$ cat src/rtl/poll_pkg.sv
// Shared types for the status auto-polling engine.
// Assumes: used by all poll_* modules and flash_status_poller.
package poll_pkg;
    typedef enum logic [1:0] {
        ST_IDLE  = 2'd0,
        ST_ISSUE = 2'd1,
        ST_WAIT  = 2'd2,
        ST_GAP   = 2'd3
    } poll_state_t;
endpackage

$ cat src/rtl/poll_cfg_shadow.sv
// Configuration capture: follows the configuration inputs while the engine
// is idle and freezes them while a polling run is active.
// Assumes: busy comes from a register, so there is no combinational loop.
module poll_cfg_shadow #(
    parameter int DATA_W = 32,
    parameter int INT_W  = 16,
    parameter int CNT_W  = 2
) (
    input  logic              clk,
    input  logic              rst_n,
    input  logic              busy,
    input  logic [DATA_W-1:0] cfg_mask,
    input  logic [DATA_W-1:0] cfg_match,
    input  logic              cfg_any_mode,
    input  logic              cfg_stop_on_match,
    input  logic [INT_W-1:0]  cfg_interval,
    input  logic [CNT_W-1:0]  cfg_nbytes_m1,
    output logic [DATA_W-1:0] sh_mask,
    output logic [DATA_W-1:0] sh_match,
    output logic              sh_any_mode,
    output logic              sh_stop,
    output logic [INT_W-1:0]  sh_interval,
    output logic [CNT_W-1:0]  sh_nbytes_m1
);
    // Capture settings only while no run is in progress.
    always_ff @(posedge clk) begin
        if (!rst_n) begin
            sh_mask      <= '0;
            sh_match     <= '0;
            sh_any_mode  <= 1'b0;
            sh_stop      <= 1'b0;
            sh_interval  <= '0;
            sh_nbytes_m1 <= '0;
        end else if (!busy) begin
            sh_mask      <= cfg_mask;
            sh_match     <= cfg_match;
            sh_any_mode  <= cfg_any_mode;
            sh_stop      <= cfg_stop_on_match;
            sh_interval  <= cfg_interval;
            sh_nbytes_m1 <= cfg_nbytes_m1;
        end
    end

    AST_CFG_FROZEN: assert property (@(posedge clk) disable iff (!rst_n)
        busy |=> ($stable(sh_mask) && $stable(sh_match) && $stable(sh_interval)
                  && $stable(sh_any_mode) && $stable(sh_stop) && $stable(sh_nbytes_m1)));
endmodule

$ cat src/rtl/poll_match_eval.sv
// Match evaluation: builds the byte-lane enable from the byte count, then
// compares the considered bits under the AND or OR rule.
// Assumes: DATA_W is a multiple of 8; purely combinational.
module poll_match_eval #(
    parameter int DATA_W = 32,
    parameter int CNT_W  = 2
) (
    input  logic [DATA_W-1:0] status,
    input  logic [DATA_W-1:0] mask,
    input  logic [DATA_W-1:0] match_val,
    input  logic [CNT_W-1:0]  nbytes_m1,
    input  logic              any_mode,
    output logic [DATA_W-1:0] lane_bits,
    output logic              hit
);
    localparam int LANES = DATA_W / 8;

    logic [DATA_W-1:0] same;
    logic [DATA_W-1:0] care;

    // One enable byte per lane that lies within the byte count.
    for (genvar k = 0; k < LANES; k++) begin : g_lane
        assign lane_bits[8*k +: 8] =
            ({{(32-CNT_W){1'b0}}, nbytes_m1} >= 32'(k)) ? 8'hFF : 8'h00;
    end

    // Apply the selected match rule over the considered bits.
    always_comb begin
        same = ~(status ^ match_val);
        care = mask & lane_bits;
        if (any_mode) hit = |(same & care);
        else          hit = &(same | ~care);
    end
endmodule

$ cat src/rtl/poll_gap_timer.sv
// Interval timer: loaded with the programmed gap, counts down one step per
// serial clock tick and reports expiry at zero.
// Assumes: load and tick come from the sequencer and clock generator.
module poll_gap_timer #(
    parameter int INT_W = 16
) (
    input  logic             clk,
    input  logic             rst_n,
    input  logic             load,
    input  logic             tick,
    input  logic [INT_W-1:0] interval,
    output logic             expired
);
    logic [INT_W-1:0] remain;

    // Load on request, otherwise count down on each tick until zero.
    always_ff @(posedge clk) begin
        if (!rst_n)                    remain <= '0;
        else if (load)                 remain <= interval;
        else if (tick && remain != '0) remain <= remain - 1'b1;
    end

    assign expired = (remain == '0);

    AST_GAP_HOLD: assert property (@(posedge clk) disable iff (!rst_n)
        (!load && !tick) |=> (remain == $past(remain)));
endmodule

$ cat src/rtl/poll_sequencer.sv
// Polling sequencer: idle -> issue request -> wait for status -> gap -> issue.
// Abort takes priority in every state; a match with stop enabled returns
// the sequencer to idle.
// Assumes: hit is valid in the cycle rx_valid is high.
module poll_sequencer
    import poll_pkg::*;
(
    input  logic clk,
    input  logic rst_n,
    input  logic start,
    input  logic abort,
    input  logic rx_valid,
    input  logic hit,
    input  logic stop_on_match,
    input  logic gap_expired,
    output logic busy,
    output logic rd_req,
    output logic accept,
    output logic load_gap
);
    poll_state_t state;

    // Decode the accept and reload strobes from the current state.
    always_comb begin
        accept   = (state == ST_WAIT) && rx_valid && !abort;
        load_gap = accept && !(hit && stop_on_match);
    end

    // Advance the polling state machine.
    always_ff @(posedge clk) begin
        if (!rst_n) begin
            state <= ST_IDLE;
        end else if (abort) begin
            state <= ST_IDLE;
        end else begin
            case (state)
                ST_IDLE:  if (start) state <= ST_ISSUE;
                ST_ISSUE: state <= ST_WAIT;
                ST_WAIT:  if (accept) state <= load_gap ? ST_GAP : ST_IDLE;
                ST_GAP:   if (gap_expired) state <= ST_ISSUE;
                default:  state <= ST_IDLE;
            endcase
        end
    end

    assign busy   = (state != ST_IDLE);
    assign rd_req = (state == ST_ISSUE);

    AST_REQ_PULSE: assert property (@(posedge clk) disable iff (!rst_n)
        rd_req |=> !rd_req);
    AST_START_REQ: assert property (@(posedge clk) disable iff (!rst_n)
        (!busy && start && !abort) |=> rd_req);
    AST_ABORT_IDLE: assert property (@(posedge clk) disable iff (!rst_n)
        abort |=> (!busy && !rd_req));
endmodule

$ cat src/rtl/flash_status_poller.sv
// Flash status auto-polling engine top. It ties together the configuration
// capture, sequencer, gap timer and match evaluation, and holds the result
// flags and the last raw status word.
// Assumes: the front end returns rx_valid once per rd_req, bytes in low lanes.
module flash_status_poller #(
    parameter int DATA_W = 32,
    parameter int INT_W  = 16,
    localparam int LANES = DATA_W / 8,
    localparam int CNT_W = (LANES > 1) ? $clog2(LANES) : 1
) (
    input  logic              clk,
    input  logic              rst_n,
    input  logic [DATA_W-1:0] cfg_mask,
    input  logic [DATA_W-1:0] cfg_match,
    input  logic              cfg_any_mode,
    input  logic              cfg_stop_on_match,
    input  logic [INT_W-1:0]  cfg_interval,
    input  logic [CNT_W-1:0]  cfg_nbytes_m1,
    input  logic              start,
    input  logic              abort,
    input  logic              sclk_tick,
    input  logic              rx_valid,
    input  logic [DATA_W-1:0] rx_data,
    input  logic              clr_match,
    input  logic              data_read,
    output logic              rd_req,
    output logic [CNT_W-1:0]  rd_len,
    output logic              match_flag,
    output logic              done_flag,
    output logic [DATA_W-1:0] last_status,
    output logic              busy
);
    logic [DATA_W-1:0] sh_mask, sh_match, lane_bits;
    logic              sh_any_mode, sh_stop, hit, accept, load_gap, gap_expired;
    logic [INT_W-1:0]  sh_interval;
    logic [CNT_W-1:0]  sh_nbytes_m1;

    poll_cfg_shadow #(.DATA_W(DATA_W), .INT_W(INT_W), .CNT_W(CNT_W)) u_shadow (
        .clk(clk), .rst_n(rst_n), .busy(busy),
        .cfg_mask(cfg_mask), .cfg_match(cfg_match), .cfg_any_mode(cfg_any_mode),
        .cfg_stop_on_match(cfg_stop_on_match), .cfg_interval(cfg_interval),
        .cfg_nbytes_m1(cfg_nbytes_m1),
        .sh_mask(sh_mask), .sh_match(sh_match), .sh_any_mode(sh_any_mode),
        .sh_stop(sh_stop), .sh_interval(sh_interval), .sh_nbytes_m1(sh_nbytes_m1)
    );

    poll_match_eval #(.DATA_W(DATA_W), .CNT_W(CNT_W)) u_match (
        .status(rx_data), .mask(sh_mask), .match_val(sh_match),
        .nbytes_m1(sh_nbytes_m1), .any_mode(sh_any_mode),
        .lane_bits(lane_bits), .hit(hit)
    );

    poll_gap_timer #(.INT_W(INT_W)) u_gap (
        .clk(clk), .rst_n(rst_n), .load(load_gap), .tick(sclk_tick),
        .interval(sh_interval), .expired(gap_expired)
    );

    poll_sequencer u_seq (
        .clk(clk), .rst_n(rst_n), .start(start), .abort(abort),
        .rx_valid(rx_valid), .hit(hit), .stop_on_match(sh_stop),
        .gap_expired(gap_expired), .busy(busy), .rd_req(rd_req),
        .accept(accept), .load_gap(load_gap)
    );

    assign rd_len = sh_nbytes_m1;

    // Sticky match flag: a new match wins over a clear in the same cycle.
    always_ff @(posedge clk) begin
        if (!rst_n)                match_flag <= 1'b0;
        else if (accept && hit)    match_flag <= 1'b1;
        else if (clr_match)        match_flag <= 1'b0;
    end

    // Read-done flag: set per accepted word, cleared by a software read.
    always_ff @(posedge clk) begin
        if (!rst_n)         done_flag <= 1'b0;
        else if (accept)    done_flag <= 1'b1;
        else if (data_read) done_flag <= 1'b0;
    end

    // Keep the unmasked status, lanes above the byte count zeroed.
    always_ff @(posedge clk) begin
        if (!rst_n)      last_status <= '0;
        else if (accept) last_status <= rx_data & lane_bits;
    end

    AST_MATCH_HOLD: assert property (@(posedge clk) disable iff (!rst_n)
        (match_flag && !clr_match) |=> match_flag);
    AST_DONE_SET: assert property (@(posedge clk) disable iff (!rst_n)
        accept |=> done_flag);
    AST_STOP_END: assert property (@(posedge clk) disable iff (!rst_n)
        (accept && hit && sh_stop) |=> !busy);
    AST_STATUS_HOLD: assert property (@(posedge clk) disable iff (!rst_n)
        !accept |=> $stable(last_status));
endmodule

$ cat config.mk
export PLATFORM = sky130hd
export DESIGN_NAME = flash_status_poller
export DESIGN_NICKNAME = d
export VERILOG_FILES = /design/src/rtl/poll_pkg.sv /design/src/rtl/poll_cfg_shadow.sv /design/src/rtl/poll_match_eval.sv /design/src/rtl/poll_gap_timer.sv /design/src/rtl/poll_sequencer.sv /design/src/rtl/flash_status_poller.sv
export SDC_FILE = /design/constraint.sdc
export NUM_CORES = 1
export LEC_CHECK = 0
export BUFFER_PORTS_ARGS = -buffer_cell sky130_fd_sc_hd__buf_4
export CAP_MARGIN = 40
export CORE_ASPECT_RATIO = 0.6
export CORE_MARGIN = 2
export CORE_UTILIZATION = 25
export DETAILED_ROUTE_END_ITERATION = 12
export PLACE_DENSITY_LB_ADDON = 0.2
export SLEW_MARGIN = 10
export SYNTH_ARGS = -nofsm -noshare
export SYNTH_HDL_FRONTEND = slang
export SYNTH_SLANG_ARGS = --single-unit
$ cat constraint.sdc
create_clock -name clk -period 2.8 [get_ports clk]
set_input_delay 0.28 -clock clk [delete_from_list [all_inputs] [get_ports clk]]
set_output_delay 0.28 -clock clk [all_outputs]
set_load 0.02 [all_outputs]
After elaboration in Yosys (flattened, before gate mapping):

Index checks and enable logic that the tools add are counted.

* $add $sub $neg: 1
* multipliers: 0
* div/mod/pow operators: 0
* magnitude comparators: 3
* equality and inequality tests: 6
* shift operators: 0
* muxes and demuxes: 15
* bitwise gates (word level): 8
* reductions and logical operators: 19

Operator list (number)
* bitwise AND 32 bit: 3
* inverter 32 bit: 2
* 2-to-1 mux 16 bit: 2
* OR 32 bit: 1
* AND reduction 32 bit: 1
* OR reduction 32 bit: 1
* bitwise XOR 32 bit: 1
* 2-to-1 mux 8 bit: 3
* logical NOT 16 bit: 1
* nonzero test 16 bit: 1
* subtractor 16 x 1 -> 16 bit (second input constant): 1
* 2-to-1 mux 2 bit: 4
* one-hot mux 2 bit (4 select lines): 1
* nonzero test 2 bit: 4
* logical AND 1 bit: 6
* != test 2 bit (second input constant): 3
* 2-to-1 mux 1 bit: 5
* == test 2 bit (second input constant): 2
* >= comparator 2 bit (second input constant): 2
* AND reduction 3 bit: 1
* == test 2 x 1 -> 1 bit (second input constant): 1
* >= comparator 2 x 1 -> 1 bit (second input constant): 1
* logical NOT 1 bit: 2
* logical NOT 2 bit: 1
* other kinds (2): 2

* register bits: 136
* bits in latches: 0
* RAM bits: 0
* memory bits (read-only): 0
* bits of input ports: 124
* output and inout bits: 38
* word-level logic and storage cells: 63
* memories kept: 0

Logic depth before layout (Yosys ltp):

Gate-level depths: netlist (run 1).

* depth after elaboration: 13
* mapped depth: 10
* mapped depth without buffers: 8

By module:

From an unflattened synthesis (run 1), not the netlist that was laid out.

* cells, all modules: 713
* area, all modules: 6795.3 um2

By module, submodules not included
* poll_cfg_shadow: instances 1, cells an instance 271, area each 3245.6 um2, sequential area each 1681.6 um2
* flash_status_poller: instances 1, cells an instance 149, area each 1395.1 um2, sequential area each 680.7 um2
* poll_match_eval: instances 1, cells an instance 156, area each 1043.5 um2, sequential area each 0.0 um2
* poll_gap_timer: instances 1, cells an instance 114, area each 922.1 um2, sequential area each 320.3 um2
* poll_sequencer: instances 1, cells an instance 23, area each 188.9 um2, sequential area each 40.0 um2

Least setup slack after synthesis (run 1):

OpenSTA, ideal clock, no wires.

* path type: flip-flop to flip-flop
* start point: register u_shadow.sh_nbytes_m1[1]
* end point: register u_gap.remain[10]
* library setup time: 0.072 ns
* arrival: 2.097 ns
* data required time: 2.728 ns
* slack: 0.631 ns
* stages on the path, launching flop included: 10
* buffers on the path: 3
* clock period less this slack: 2.169 ns
* cell sequence: dfxtp_1 and2_0 clkbuf_1 nand3_1 and4_1 a41o_1 a31oi_1 buf_4 buf_6 mux2i_1

* cells in the longest elaborated chain, start to end: 11
* elaborated cells on any way between the ends: 18
* those cells by class: order compare: 3; mux: 5; bitwise: 4; reduce/logical: 6

Ends and longest elaborated chain
* from (decl): line poll_cfg_shadow.sv:23 `output logic [CNT_W-1:0] sh_nbytes_m1`
* from (signal assigned): line poll_cfg_shadow.sv:40 `sh_nbytes_m1 <= cfg_nbytes_m1;`
* >= comparator 2 x 1 -> 1 bit or >= comparator 2 bit (tied branches): line poll_match_eval.sv:24 `({{(32-CNT_W){1'b0}}, nbytes_m1} >= 32'(k)) ? 8'hFF : 8'h00;`
* 2-to-1 mux 8 bit: line poll_match_eval.sv:24
* bitwise AND 32 bit *: line poll_match_eval.sv:30 `care = mask & lane_bits;`
* inverter 32 bit: line poll_match_eval.sv:32 `else hit = &(same | ~care);`
* OR 32 bit: line poll_match_eval.sv:32
* AND reduction 32 bit: line poll_match_eval.sv:32
* 2-to-1 mux 1 bit *: line poll_match_eval.sv:31 `if (any_mode) hit = |(same & care);`
* logical AND 1 bit *: line poll_sequencer.sv:26 `load_gap = accept && !(hit && stop_on_match);`
* logical NOT 1 bit *: line poll_sequencer.sv:26
* logical AND 1 bit *: line poll_sequencer.sv:26
* 2-to-1 mux 16 bit or nonzero test 2 bit (tied branches)
* to (signal assigned): line poll_gap_timer.sv:19 `else if (load) remain <= interval;`
* to (signal assigned): line poll_gap_timer.sv:20 `else if (tick && remain != '0) remain <= remain - 1'b1;`
* to (decl): line poll_gap_timer.sv:14 `logic [INT_W-1:0] remain;`

Every way passes the cells marked *; elsewhere a longest branch is shown, timed or not.
A chain may end at the register's enable or synchronous reset.

Final worst setup path (run 1):

* start point: register u_shadow.sh_match[23]
* end point: register u_gap.remain[2]

* cells in the longest elaborated chain, start to end: 9
* elaborated cells on any way between the ends: 12
* those cells by class: mux: 2; bitwise: 4; reduce/logical: 6

Ends and longest elaborated chain
* from (decl): line poll_cfg_shadow.sv:19 `output logic [DATA_W-1:0] sh_match,`
* from (signal assigned): line poll_cfg_shadow.sv:36 `sh_match <= cfg_match;`
* bitwise XOR 32 bit *: line poll_match_eval.sv:29 `same = ~(status ^ match_val);`
* inverter 32 bit *: line poll_match_eval.sv:29
* OR 32 bit or bitwise AND 32 bit (tied branches): line poll_match_eval.sv:32, poll_match_eval.sv:31
* AND reduction 32 bit or OR reduction 32 bit (tied branches): line poll_match_eval.sv:32, poll_match_eval.sv:31
* 2-to-1 mux 1 bit *: line poll_match_eval.sv:31
* logical AND 1 bit *: line poll_sequencer.sv:26
* logical NOT 1 bit *: line poll_sequencer.sv:26
* logical AND 1 bit *: line poll_sequencer.sv:26
* 2-to-1 mux 16 bit or nonzero test 2 bit (tied branches)

Marked as above.

==> flow_summary_export.csv, run 1 <==
group,metric,value,unit
global_route,grt_pass1_wl,31100,um
finish,multiInputGateArea,3410,sq um
timing,setup_viol,0,
routing,drc_errors,0,
worst_setup_path,regToRegStartpoint,"u_shadow.sh_match[23]",
cts,cts_tree,"built",
floorplanning,die_w,210,um
routing,wl,20800,um
hold_path,hold_path_class,"input pin to flop",
floorplanning,die_height,128,um
placement,portBuffers,161,
global_route,grt_pass1_vias,4943,
floorplanning,initial_utilization,0.254,
synthesis,yosysUniqueCellTypes,48,
timing,setup_slack,0.446,ns
routing,dr_total_vias,5146,
synthesis,synth_flop_cell,"dfxtp_1",
cts,cts_setup_buffers,0,
timing,slew_headroom,0.534,
floorplanning,dieArea,26900,sq um
synthesis,syn_avg_cell_area,9.30,sq um
worst_setup_path,critPathMaxFanout,18,
worst_setup_path,critical_path_buf_inv_count,1,
timing,fin_crit,2.35,ns
worst_setup_path,crit_slowest_cell,"xor2_1",
placement,hpwl,15300,um
worst_setup_path,worstPathRequired,3.15,ns
synthesis,ys_seq_area_frac,0.427,
global_route,grt_antenna_before_repair,4,
worst_setup_path,crit_type,"flop to flop",
routing,wl_per_cell,17.7,um
synthesis,synth_cells,686,
cts,clk_latency,0.43,ns
finish,area_delta_synth_final,36.1,%
timing,max_freq,425,MHz
cts,cts.reportedPaths.clkPinSlew,0.06,ns
cts,root_buffer,"clkbuf_16",
cts,htree_levels,4,
worst_setup_path,slowest_delay,0.42,ns
synthesis,async_reset_ff_frac,0,
run_status,status,"finished clean",
hold_path,holdCritStartpoint,"cfg_mask[8]",
worst_setup_path,worstPathCellList,"xor2_1 > o22ai_1 > nor4_1 > nand2_1 > nand4bb_1 > a31oi_2 > buf_12 > mux2i_1",
timing,drv_slew,0,
timing,final.setup.tns,0,ns
global_route,grt_max_degree,86,
placement,dp_slack,0.349,ns
worst_setup_path,start_kind,"flop",
global_route,grt_util_all_layers,0.157,
synthesis,synth_warnings,0,
routing,first_iter_violations,253,
timing,finalHoldViolCount,0,
synthesis,syn-num-nets,815,
cts,cts_num_sinks,136,
placement,routabilityCongestion,0.794,
timing,tightest_slew,0.699,ns
global_route,grt_overflow,0,
power,total_leakage_power,3.92,nW
finish,seq_area,2720,sq um
floorplanning,io_pins,162,
worst_setup_path,path_delay_family,"simple AND/OR/NAND/NOR gates",
synthesis,ys_ff_latch,136,
worst_setup_path,cp.arrival,2.70,ns
routing,drtAntennaViolNets,0,
worst_setup_path,startpoint,"u_shadow.sh_match[23]",
cts,cts_buffers,17,
finish,fin_nets,964,
cts,cts_resized,0,
timing,fin_crit_sh,0.841,
synthesis,synth_edf_count,0,
power,p_per_area,713,nW/um^2
floorplanning,coreArea,25200,sq um
cts,cts_hold_buf,0,
timing,finClkSkew,0.00967,ns
routing,dr.pass1.iters,5,
timing,rsz0062_at_grt,"false",
power,peakVddDrop,0.302,mV
floorplanning,fp-row-count,45,
job,maxCapViolCount,0,
worst_setup_path,critPathCaptureType,"flop",
finish,drive_gt1_frac,0.252,
cts,cts.path.max_buffers,2,
routing,vias_per_cell,4.36,
finish,fillers,2615,
synthesis,synth_area,6380,sq um
==> cell usage after synthesis, types with 2 or more instances <==
master,count,area (sq um)
clkbuf_1,33,124
nand4_1,7,43.8
buf_1,7,26.3
a32oi_1,3,26.3
mux2i_1,101,1010
xor2_1,25,219
and2_0,2,12.5
nand3_1,34,170
nor2b_1,91,569
o22ai_1,12,75.1
o21ai_0,6,30.0
a22o_1,2,17.5
nor3_1,2,10.0
a22oi_1,8,60.1
nor4b_1,2,17.5
inv_1,28,105
nor4_1,3,18.8
a41o_1,2,20.0
dfxtp_1,136,2720
or2_2,2,12.5
ha_1,5,62.6
nand2_1,88,330
a21boi_0,33,248
nand4b_1,3,26.3
nor2_1,8,30.0
xnor2_1,21,184
==> stage by stage <==
stage                     area [sq um]   util  instances  hold slack, ns  total power, W
final                             8680  0.345       1179           0.113         0.00619
after global routing              8680  0.345       1177          0.0940         0.00652
after CTS                         8680  0.345       1177          0.0883         0.00628
after detailed placement          7990  0.318       1145           0.453         0.00358
after global placement            7990  0.318       1145           0.451         0.00358
after floorplan                   6380      -        686           0.425         0.00315
==> logic make-up after synthesis <==
kind of cell    after synthesis  share of synthesized area
flops                       136                      0.427
simple gates                250                      0.208
xor+xnor                     46                     0.0631
buf+inv                      70                     0.0429
compound gates               78                     0.0912
mux                         101                      0.158
fa+ha+maj                     5                    0.00980
==> cells in the final DEF, fill, tap and decap left out, types with 12 or more instances in the layout <==
cell       instances
buf_4            168
dfxtp_1          136
mux2i_1          101
nor2b_1           91
nand2_1           88
nand3_1           34
a21boi_0          33
inv_1             28
xor2_1            25
xnor2_1           21
clkbuf_16         17
o22ai_1           12
==> worst register-to-register path, cell delays in order (launching register included) <==
cell       delay [ns]
dfxtp_1          0.35
xor2_1           0.42
o22ai_1          0.22
nor4_1           0.25
nand2_1          0.07
nand4bb_1        0.26
a31oi_2          0.30
buf_12           0.22
mux2i_1          0.20
==> power by group <==
part           leakage, nW  total [W]  internal (W)  switching (W)
Combinational         2.47    0.00127      0.000628       0.000646
Clock                0.324    0.00265       0.00174       0.000907
Sequential            1.12    0.00227       0.00211       0.000160
Total                 3.92    0.00619       0.00448        0.00171
==> path summary, 6_finish.rpt <==
kind / endpoint / slack [ns] / cells after the start
min: u_shadow.sh_mask[8] / 0.11 / 3
min reg2reg: u_gap.remain[5] / 0.46 / 2
max reg2reg: u_gap.remain[2] / 0.45 / 8
max: u_gap.remain[2] / 0.45 / 8
==> registers in the layout, indices dropped and copies added (netlist names), 2 cells and up <==
signal / cells
u_seq.state: 2
u_shadow.sh_nbytes_m1: 2
u_shadow.sh_mask: 32
u_gap.remain: 16
u_shadow.sh_interval: 16
last_status: 32
u_shadow.sh_match: 32
==> layer usage <==
layer / up-vias / global-route usage / routed length [um]
met1: 2371 / 0.239 / 11300
met4: 2 / 0.0421 / 184
met3: 16 / 0.0566 / 1440
met5: - / 0 / 10
met2: 122 / 0.202 / 7860
li1: 2635 / - / -
==> layout make-up <==
type | count | area share
Clock inverter | 12 | 0.0254
Timing Repair Buffer | 172 | 0.154
Sequential cell | 136 | 0.313
Tap cell | 329 | 0.0474
Clock buffer | 20 | 0.0537
Antenna cell | 2 | 0.000576
Inverter | 28 | 0.0121
Multi-Input combinational cell | 480 | 0.393
Note: power is estimated with default switching activity, not from simulation.
==> inputs of run 2 (changes only) <==
==> constraint.sdc (replaced) <==
create_clock -name clk -period 2.15 [get_ports clk]
set_input_delay 0.215 -clock clk [delete_from_list [all_inputs] [get_ports clk]]
set_output_delay 0.215 -clock clk [all_outputs]
set_load 0.02 [all_outputs]
==> run 2 against run 1 <==
  * The flow now finishes with violations (setup timing)
  * Worst setup slack lost 0.52 ns
  * Die area did not move
  * Largest cell class unchanged
  * Sequential share of layout area is 0.74 points lower
  * Wire length decreased by 1.8%
  * Critical path type unchanged
  * Register-to-register slack worse by 0.52 ns
  * Cell count rose by 2.0%
  * Critical endpoint is now u_gap.remain[8]
  * Fmax grew 5.6%
  * Combinational power increased by 43%
  * Sequential power up 30%
  * Clock power grew 33%
  * Highest routed layer unchanged
==> flow_summary_export.csv, run 2 (synthesized netlist as in run 1, its figures left out) <==
group,metric,value,unit
timing,drv_slew,0,
finish,reg_top3,"last_status (32), u_shadow.sh_mask (32), u_shadow.sh_match (32)",
routing,dr_total_vias,5120,
hold_path,holdCritStartpoint,"cfg_mask[8]",
worst_setup_path,crit_type,"flop to flop",
power,p_clk_frac,0.425,
timing,whs,0.0370,ns
cts,htree_levels,4,
routing,drtAntennaViolNets,0,
worst_setup_path,worstPathCellList,"xor2_2 > o22ai_1 > a2111o_1 > o31ai_1 > nand4bb_1 > a31oi_2 > buf_12 > mux2i_1",
timing,rsz0062_at_grt,"true",
cts,cts.path.max_buffers,2,
power,power.share.sequential,0.355,
cts,clk_latency,0.43,ns
floorplanning,die_height,128,um
global_route,grt_pass1_vias,5076,
timing,setup_viol,18,
power,total_leakage_power,4.06,nW
run_status,status,"complete, but fails checks",
global_route,grt_max_degree,73,
global_route,grt_antenna_before_repair,3,
timing,max_freq,449,MHz
worst_setup_path,startpoint,"u_shadow.sh_match[11]",
floorplanning,io_pins,162,
job,maxCapViolCount,0,
timing,finClkSkew,0.00913,ns
global_route,met2_usage,0.196,
floorplanning,dieArea,26900,sq um
worst_setup_path,worstPathRequired,2.51,ns
finish,postLayoutCellArea,8910,sq um
power,power_switching,0.00225,W
routing,dr.pass1.iters,4,
worst_setup_path,start_kind,"flop",
cts,cts_buffers,17,
finish,area_delta_synth_final,39.6,%
timing,fin_crit_sh,1.04,
global_route,top_usage_layer,"met1",
power,p_per_area,929,nW/um^2
timing,slew_headroom,0.686,
timing,tightest_slew,0.471,ns
worst_setup_path,critPathCaptureType,"flop",
finish,fin_nets,988,
placement,hpwl,15400,um
global_route,grt_util_all_layers,0.156,
finish,mostFrequentLayoutCells,"buf_4 (192), dfxtp_1 (132), mux2i_1 (101)",
placement,routabilityCongestion,0.787,
global_route,use_met1,0.233,
worst_setup_path,regToRegStartpoint,"u_shadow.sh_match[11]",
hold_path,hold_path_class,"input pin to flop",
routing,wl_per_cell,17.0,um
cts,cts_tree,"built",
power,p_comb_frac,0.220,
power,internal_power,0.00603,W
floorplanning,fp-row-count,45,
routing,vias_per_cell,4.26,
worst_setup_path,critPathMaxFanout,18,
floorplanning,initial_utilization,0.254,
cts,cts_setup_buffers,0,
finish,final_common_cell,"buf_4",
cts,cts_num_sinks,136,
global_route,grt_overflow,0,
power,total_power,0.00828,W
placement,portBuffers,161,
placement,placed_area,8170,sq um
worst_setup_path,crit_slowest_cell,"a2111o_1",
routing,wl,20400,um
global_route,globalRouteMet3Util,0.0715,
floorplanning,coreArea,25200,sq um
worst_setup_path,slowest_delay,0.44,ns
power,peakVddDrop,0.482,mV
timing,fin_crit,2.23,ns
timing,setup_slack,-0.0785,ns
run_status,violations,"setup timing",
floorplanning,die_w,210,um
power,swShare,0.271,
cts,root_buffer,"clkbuf_16",
worst_setup_path,cp.arrival,2.59,ns
timing,finalHoldViolCount,0,
routing,drc_errors,0,
global_route,grt_pass1_wl,30700,um
routing,first_iter_violations,266,
finish,drive_gt1_frac,0.282,
cts,cts.reportedPaths.clkPinSlew,0.06,ns
[run 2: cell types whose count changed in the layout (fill, tap and decap cells not counted), moves of 2 or more]
cell / previous run / this run
clkinv_4: 0 / 2
buf_4: 168 / 192
xor2_1: 25 / 22
dfxtp_2: 0 / 4
xor2_2: 0 / 3
clkinvlp_4: 4 / 0
clkinv_2: 2 / 4
dfxtp_1: 136 / 132
[run 2: stage by stage]
| step | setup slack, ns | util | setup TNS [ns] | cells |
|---|---|---|---|---|
| after floorplan | 0.00547 | - | 0 | 686 |
| final | -0.0785 | 0.354 | -1.19 | 1202 |
| after global placement | -0.136 | 0.325 | -2.32 | 1169 |
| after global routing | -0.222 | 0.354 | -3.29 | 1201 |
| after CTS | -0.0950 | 0.354 | -1.49 | 1201 |
| after detailed placement | -0.188 | 0.325 | -3.14 | 1169 |
[run 2: final timing paths]
check / endpoint / slack, ns / cells past startpoint
worst max register to register: u_gap.remain[8] / -0.08 / 8
worst min-delay path: u_shadow.sh_mask[8] / 0.04 / 3
worst max-delay path: u_gap.remain[8] / -0.08 / 8
worst min register to register: u_gap.remain[7] / 0.46 / 2
[run 2: cell type report]
type / count / area (sq um)
well taps: 329 / 412
repair buffers: 196 / 1520
clock inverters: 13 / 248
multi-input cells: 480 / 3440
diodes: 1 / 2.50
fillers: 2602 / 16300
inverters: 28 / 105
clock buffers: 19 / 453
flip-flops and latches: 136 / 2730
[run 2: power groups by stage]
stage	sequential, W	clock [W]	combinational, W
final	0.00294	0.00352	0.00182
after global routing	0.00297	0.00373	0.00201
after CTS	0.00294	0.00362	0.00183
after detailed placement	0.00299	0	0.00181
after global placement	0.00299	0	0.00180
after floorplan	0.00295	0	0.00115
[run 2: layer usage]
| metal | vias to the layer above | routed length (um) |
|---|---|---|
| met1 | 2323 | 11400 |
| li1 | 2671 | - |
| met5 | - | 23 |
| met4 | 4 | 164 |
| met2 | 106 | 7340 |
| met3 | 16 | 1510 |
[run 2: timing repair]
item                                    4_1_cts  5_1_grt
hold buffers                                  0        0
endpoints found under the setup margin       18       18
resized for setup                             8        1
pin swaps                                     1        0
[run 2: worst max-delay path, delay by kind of cell (launching register included)]
kind,cells,cell delay [ns]
AO/OA/AOI/OAI,4,1.03
flip-flops,1,0.33
buffers and inverters,1,0.22
AND/OR/NAND/NOR,1,0.20
multiplexers,1,0.20
XOR/XNOR,1,0.19
==> inputs of run 3 (changes only) <==
--- a/config.mk
+++ b/config.mk
@@ -15,4 +15,5 @@
 export SLEW_MARGIN = 10
 export SYNTH_ARGS = -nofsm -noshare
 export SYNTH_HDL_FRONTEND = slang
+export SYNTH_HIERARCHICAL = 1
 export SYNTH_SLANG_ARGS = --single-unit
==> run 3 against run 2 <==
  * The flow still finishes with violations (setup timing)
  * Global-route usage down 0.86 points
  * Clock power down 18%
  * Via count grew 4.1%
  * Sequential power rose by 1%
  * Synthesized cell count is 3.9% higher
  * Utilization decreased by 0.65 points
  * Cell count grew 4.6%
  * Critical path depth increased by 3
  * Die area up 6.3%
  * First-iteration DRC count grew 23%
  * Register-to-register slack lost 0.10 ns
  * Critical path type unchanged
  * Largest cell class unchanged
==> flow_summary_export.csv, run 3 <==
group,metric,value,unit
timing,finClkSkew,0.00908,ns
finish,postLayoutCellArea,9240,sq um
timing,max_freq,429,MHz
timing,drv_slew,0,
synthesis,synth-compound-area-share,0.0781,
global_route,grt_util_all_layers,0.147,
cts,cts_buffers,17,
synthesis,yosysTopAreaCell,"dfxtp_1",
placement,placed_cells,1223,
timing,rsz0062_at_grt,"true",
timing,setup_viol,18,
timing,fin_crit,2.33,ns
cts,root_buffer,"clkbuf_16",
floorplanning,io_pins,162,
finish,fin_nets,1014,
synthesis,ys_ff_latch,136,
placement,portBuffers,161,
synthesis,syn_avg_cell_area,9.53,sq um
worst_setup_path,critical_path_buf_inv_count,1,
routing,wl_met3,1590,um
worst_setup_path,slowest_delay,0.33,ns
job,maxCapViolCount,0,
floorplanning,die_w,217,um
finish,drive_gt1_frac,0.339,
global_route,grt_antenna_before_repair,1,
worst_setup_path,crit_slowest_cell,"dfxtp_2",
placement,routabilityCongestion,0.771,
synthesis,synth_area_leaders,"dfxtp_1 (40%), mux2i_1 (13%), nor2b_1 (8.0%)",
synthesis,synth.top_cells.by_count,"dfxtp_1 (136), nor2b_1 (87), mux2i_1 (86), nand2_1 (56), inv_1 (37)",
run_status,status,"complete, but fails checks",
routing,wl_per_cell,16.2,um
finish,reg_top3,"last_status (32), u_shadow/sh_mask (32), u_shadow/sh_match (32)",
cts,htree_levels,4,
synthesis,async_reset_ff_frac,0,
finish,final_common_cell,"buf_4",
synthesis,synthMostInstantiatedCell,"dfxtp_1",
worst_setup_path,worstPathRequired,2.45,ns
timing,slew_headroom,0.622,
finish,seq_area,2730,sq um
global_route,grt_pass1_vias,5325,
synthesis,synth_cells,713,
finish,final_core_util,0.348,
routing,drtAntennaViolNets,0,
synthesis,synth_flop_cell,"dfxtp_1",
global_route,grt_pass1_wl,31900,um
synthesis,ys_seq_area_frac,0.401,
global_route,grt_max_degree,63,
worst_setup_path,crit_type,"flop to flop",
synthesis,synthMuxAreaShare,0.127,
synthesis,synth_area,6800,sq um
cts,cts_tree,"built",
worst_setup_path,critPathMaxFanout,5,
hold_path,hold_path_class,"input pin to flop",
routing,dr.pass1.iters,5,
routing,top_layer,"met4",
timing,fin_crit_sh,1.09,
synthesis,synth_edf_count,0,
worst_setup_path,cp.arrival,2.64,ns
routing,met1Wirelength,11400,um
floorplanning,fp-row-count,46,
cts,cts.reportedPaths.clkPinSlew,0.06,ns
floorplanning,initial_utilization,0.256,
power,p_per_area,855,nW/um^2
finish,area_delta_synth_final,36.0,%
routing,dr_total_vias,5330,
routing,vias_per_cell,4.24,
routing,wl,20400,um
synthesis,yosys.area.top_type_share,0.401,
global_route,grt_overflow,0,
synthesis,yosysUniqueCellTypes,57,
worst_setup_path,path_delay_family,"compound AO/OA/AOI/OAI gates",
synthesis,synth-simple-area-share,0.223,
timing,finalHoldViolCount,0,
synthesis,synth_warnings,6,
worst_setup_path,critPathCaptureType,"flop",
cts,cts.path.max_buffers,2,
worst_setup_path,start_kind,"flop",
placement,hpwl,15200,um
finish,mostFrequentLayoutCells,"buf_4 (208), dfxtp_1 (129), nor2b_1 (87)",
run_status,violations,"setup timing",
power,peakVddDrop,0.435,mV
finish,multiInputGateArea,3640,sq um
floorplanning,dieArea,28600,sq um
floorplanning,die_height,132,um
finish,fillers,2821,
placement,placed_area,8370,sq um
synthesis,synth_fa_ha_area_frac,0.00921,
routing,first_iter_violations,327,
cts,clk_latency,0.42,ns
synthesis,synthXorXnorAreaFrac,0.0554,
finish,final_cells,1257,
routing,routed-wl-met2,7240,um
synthesis,synth_top_family_by_area,"simple AND/OR/NAND/NOR gates",
floorplanning,coreArea,26600,sq um
power,total_leakage_power,3.88,nW
routing,drc_errors,0,
worst_setup_path,worstPathCellList,"xor2_2 > a2bb2oi_1 > and4bb_1 > nand2_1 > a31o_1 > a211o_1 > a21oi_4 > buf_4 > nor2_1 > a21oi_1 > o22ai_1",
power,total_power,0.00790,W
timing,tightest_slew,0.567,ns
timing,setup_slack,-0.183,ns
cts,cts_num_sinks,136,
## run 3: cell types whose count changed after synthesis, sizes merged, moves of 8 or more
cell / previous run / this run
buf: 9 / 55
nand3b: 0 / 34
a21boi: 33 / 1
nand2: 88 / 57
nand3: 34 / 4
nand4: 7 / 33
a21oi: 0 / 18
clkbuf: 33 / 15
mux2i: 101 / 86
o21ai: 7 / 19
inv: 28 / 37
xnor2: 21 / 13
## run 3: cells by family after synthesis
logic type	after synthesis
adders and majority gates	5
AOI/OAI and AO/OA	81
and+or+nand+nor	254
xor gates and xnor gates	43
muxes	86
other	1
buffers and inverters	107
DFF	136
## run 3: final cells by class
class | count | area share
multi-input combinational | 477 | 0.394
tap | 360 | 0.0487
timing repair buffer | 216 | 0.183
inverter | 37 | 0.0156
clock buffer | 24 | 0.0555
antenna | 1 | 0.000271
sequential | 136 | 0.296
clock inverter | 6 | 0.00690
## run 3: through the flow
| step | setup WS (ns) | hold slack [ns] | TNS, ns |
|---|---|---|---|
| 2_1_floorplan | 0.0112 | 0.353 | 0 |
| 3_3_place_gp | -0.335 | 0.457 | -5.03 |
| 3_5_place_dp | -0.325 | 0.458 | -4.85 |
| 4_1_cts | -0.186 | 0.0177 | -2.28 |
| 5_1_grt | -0.317 | 0.0271 | -4.82 |
| 6_report | -0.183 | 0.0451 | -2.55 |
## run 3: report_power, final
part           switching [W]  internal (W)
sequential          0.000225       0.00275
clock                0.00113       0.00177
combinational        0.00100       0.00102
total                0.00235       0.00555
## run 3: final timing paths
kind                         startpoint  cells after the start  slack (ns)              endpoint
hold / removal             cfg_match[3]                      3        0.05  u_shadow/sh_match[3]
setup / recovery  u_shadow/sh_match[11]                     11       -0.18       u_gap/remain[9]
setup reg to reg  u_shadow/sh_match[11]                     11       -0.18       u_gap/remain[9]
hold reg to reg          last_status[5]                      2        0.47        last_status[5]
## run 3: routing by layer
metal  GRT usage  vias to the layer above
met2       0.179                      139
met4      0.0365                        0
met1       0.230                     2420
met3      0.0581                       12
met5           0                        -
li1            -                     2759
## run 3: tightest hold or removal path: stages
cell and delay (ns):
buf_4 0.07, mux2i_1 0.05, nor2b_1 0.09
## run 3: what timing repair did
action                                  4_1_cts  5_1_grt
pin swaps                                    13       12
hold buffers                                  0        0
setup buffers                                 2        2
endpoints found under the setup margin       19       19
gates resized for setup                      41       21
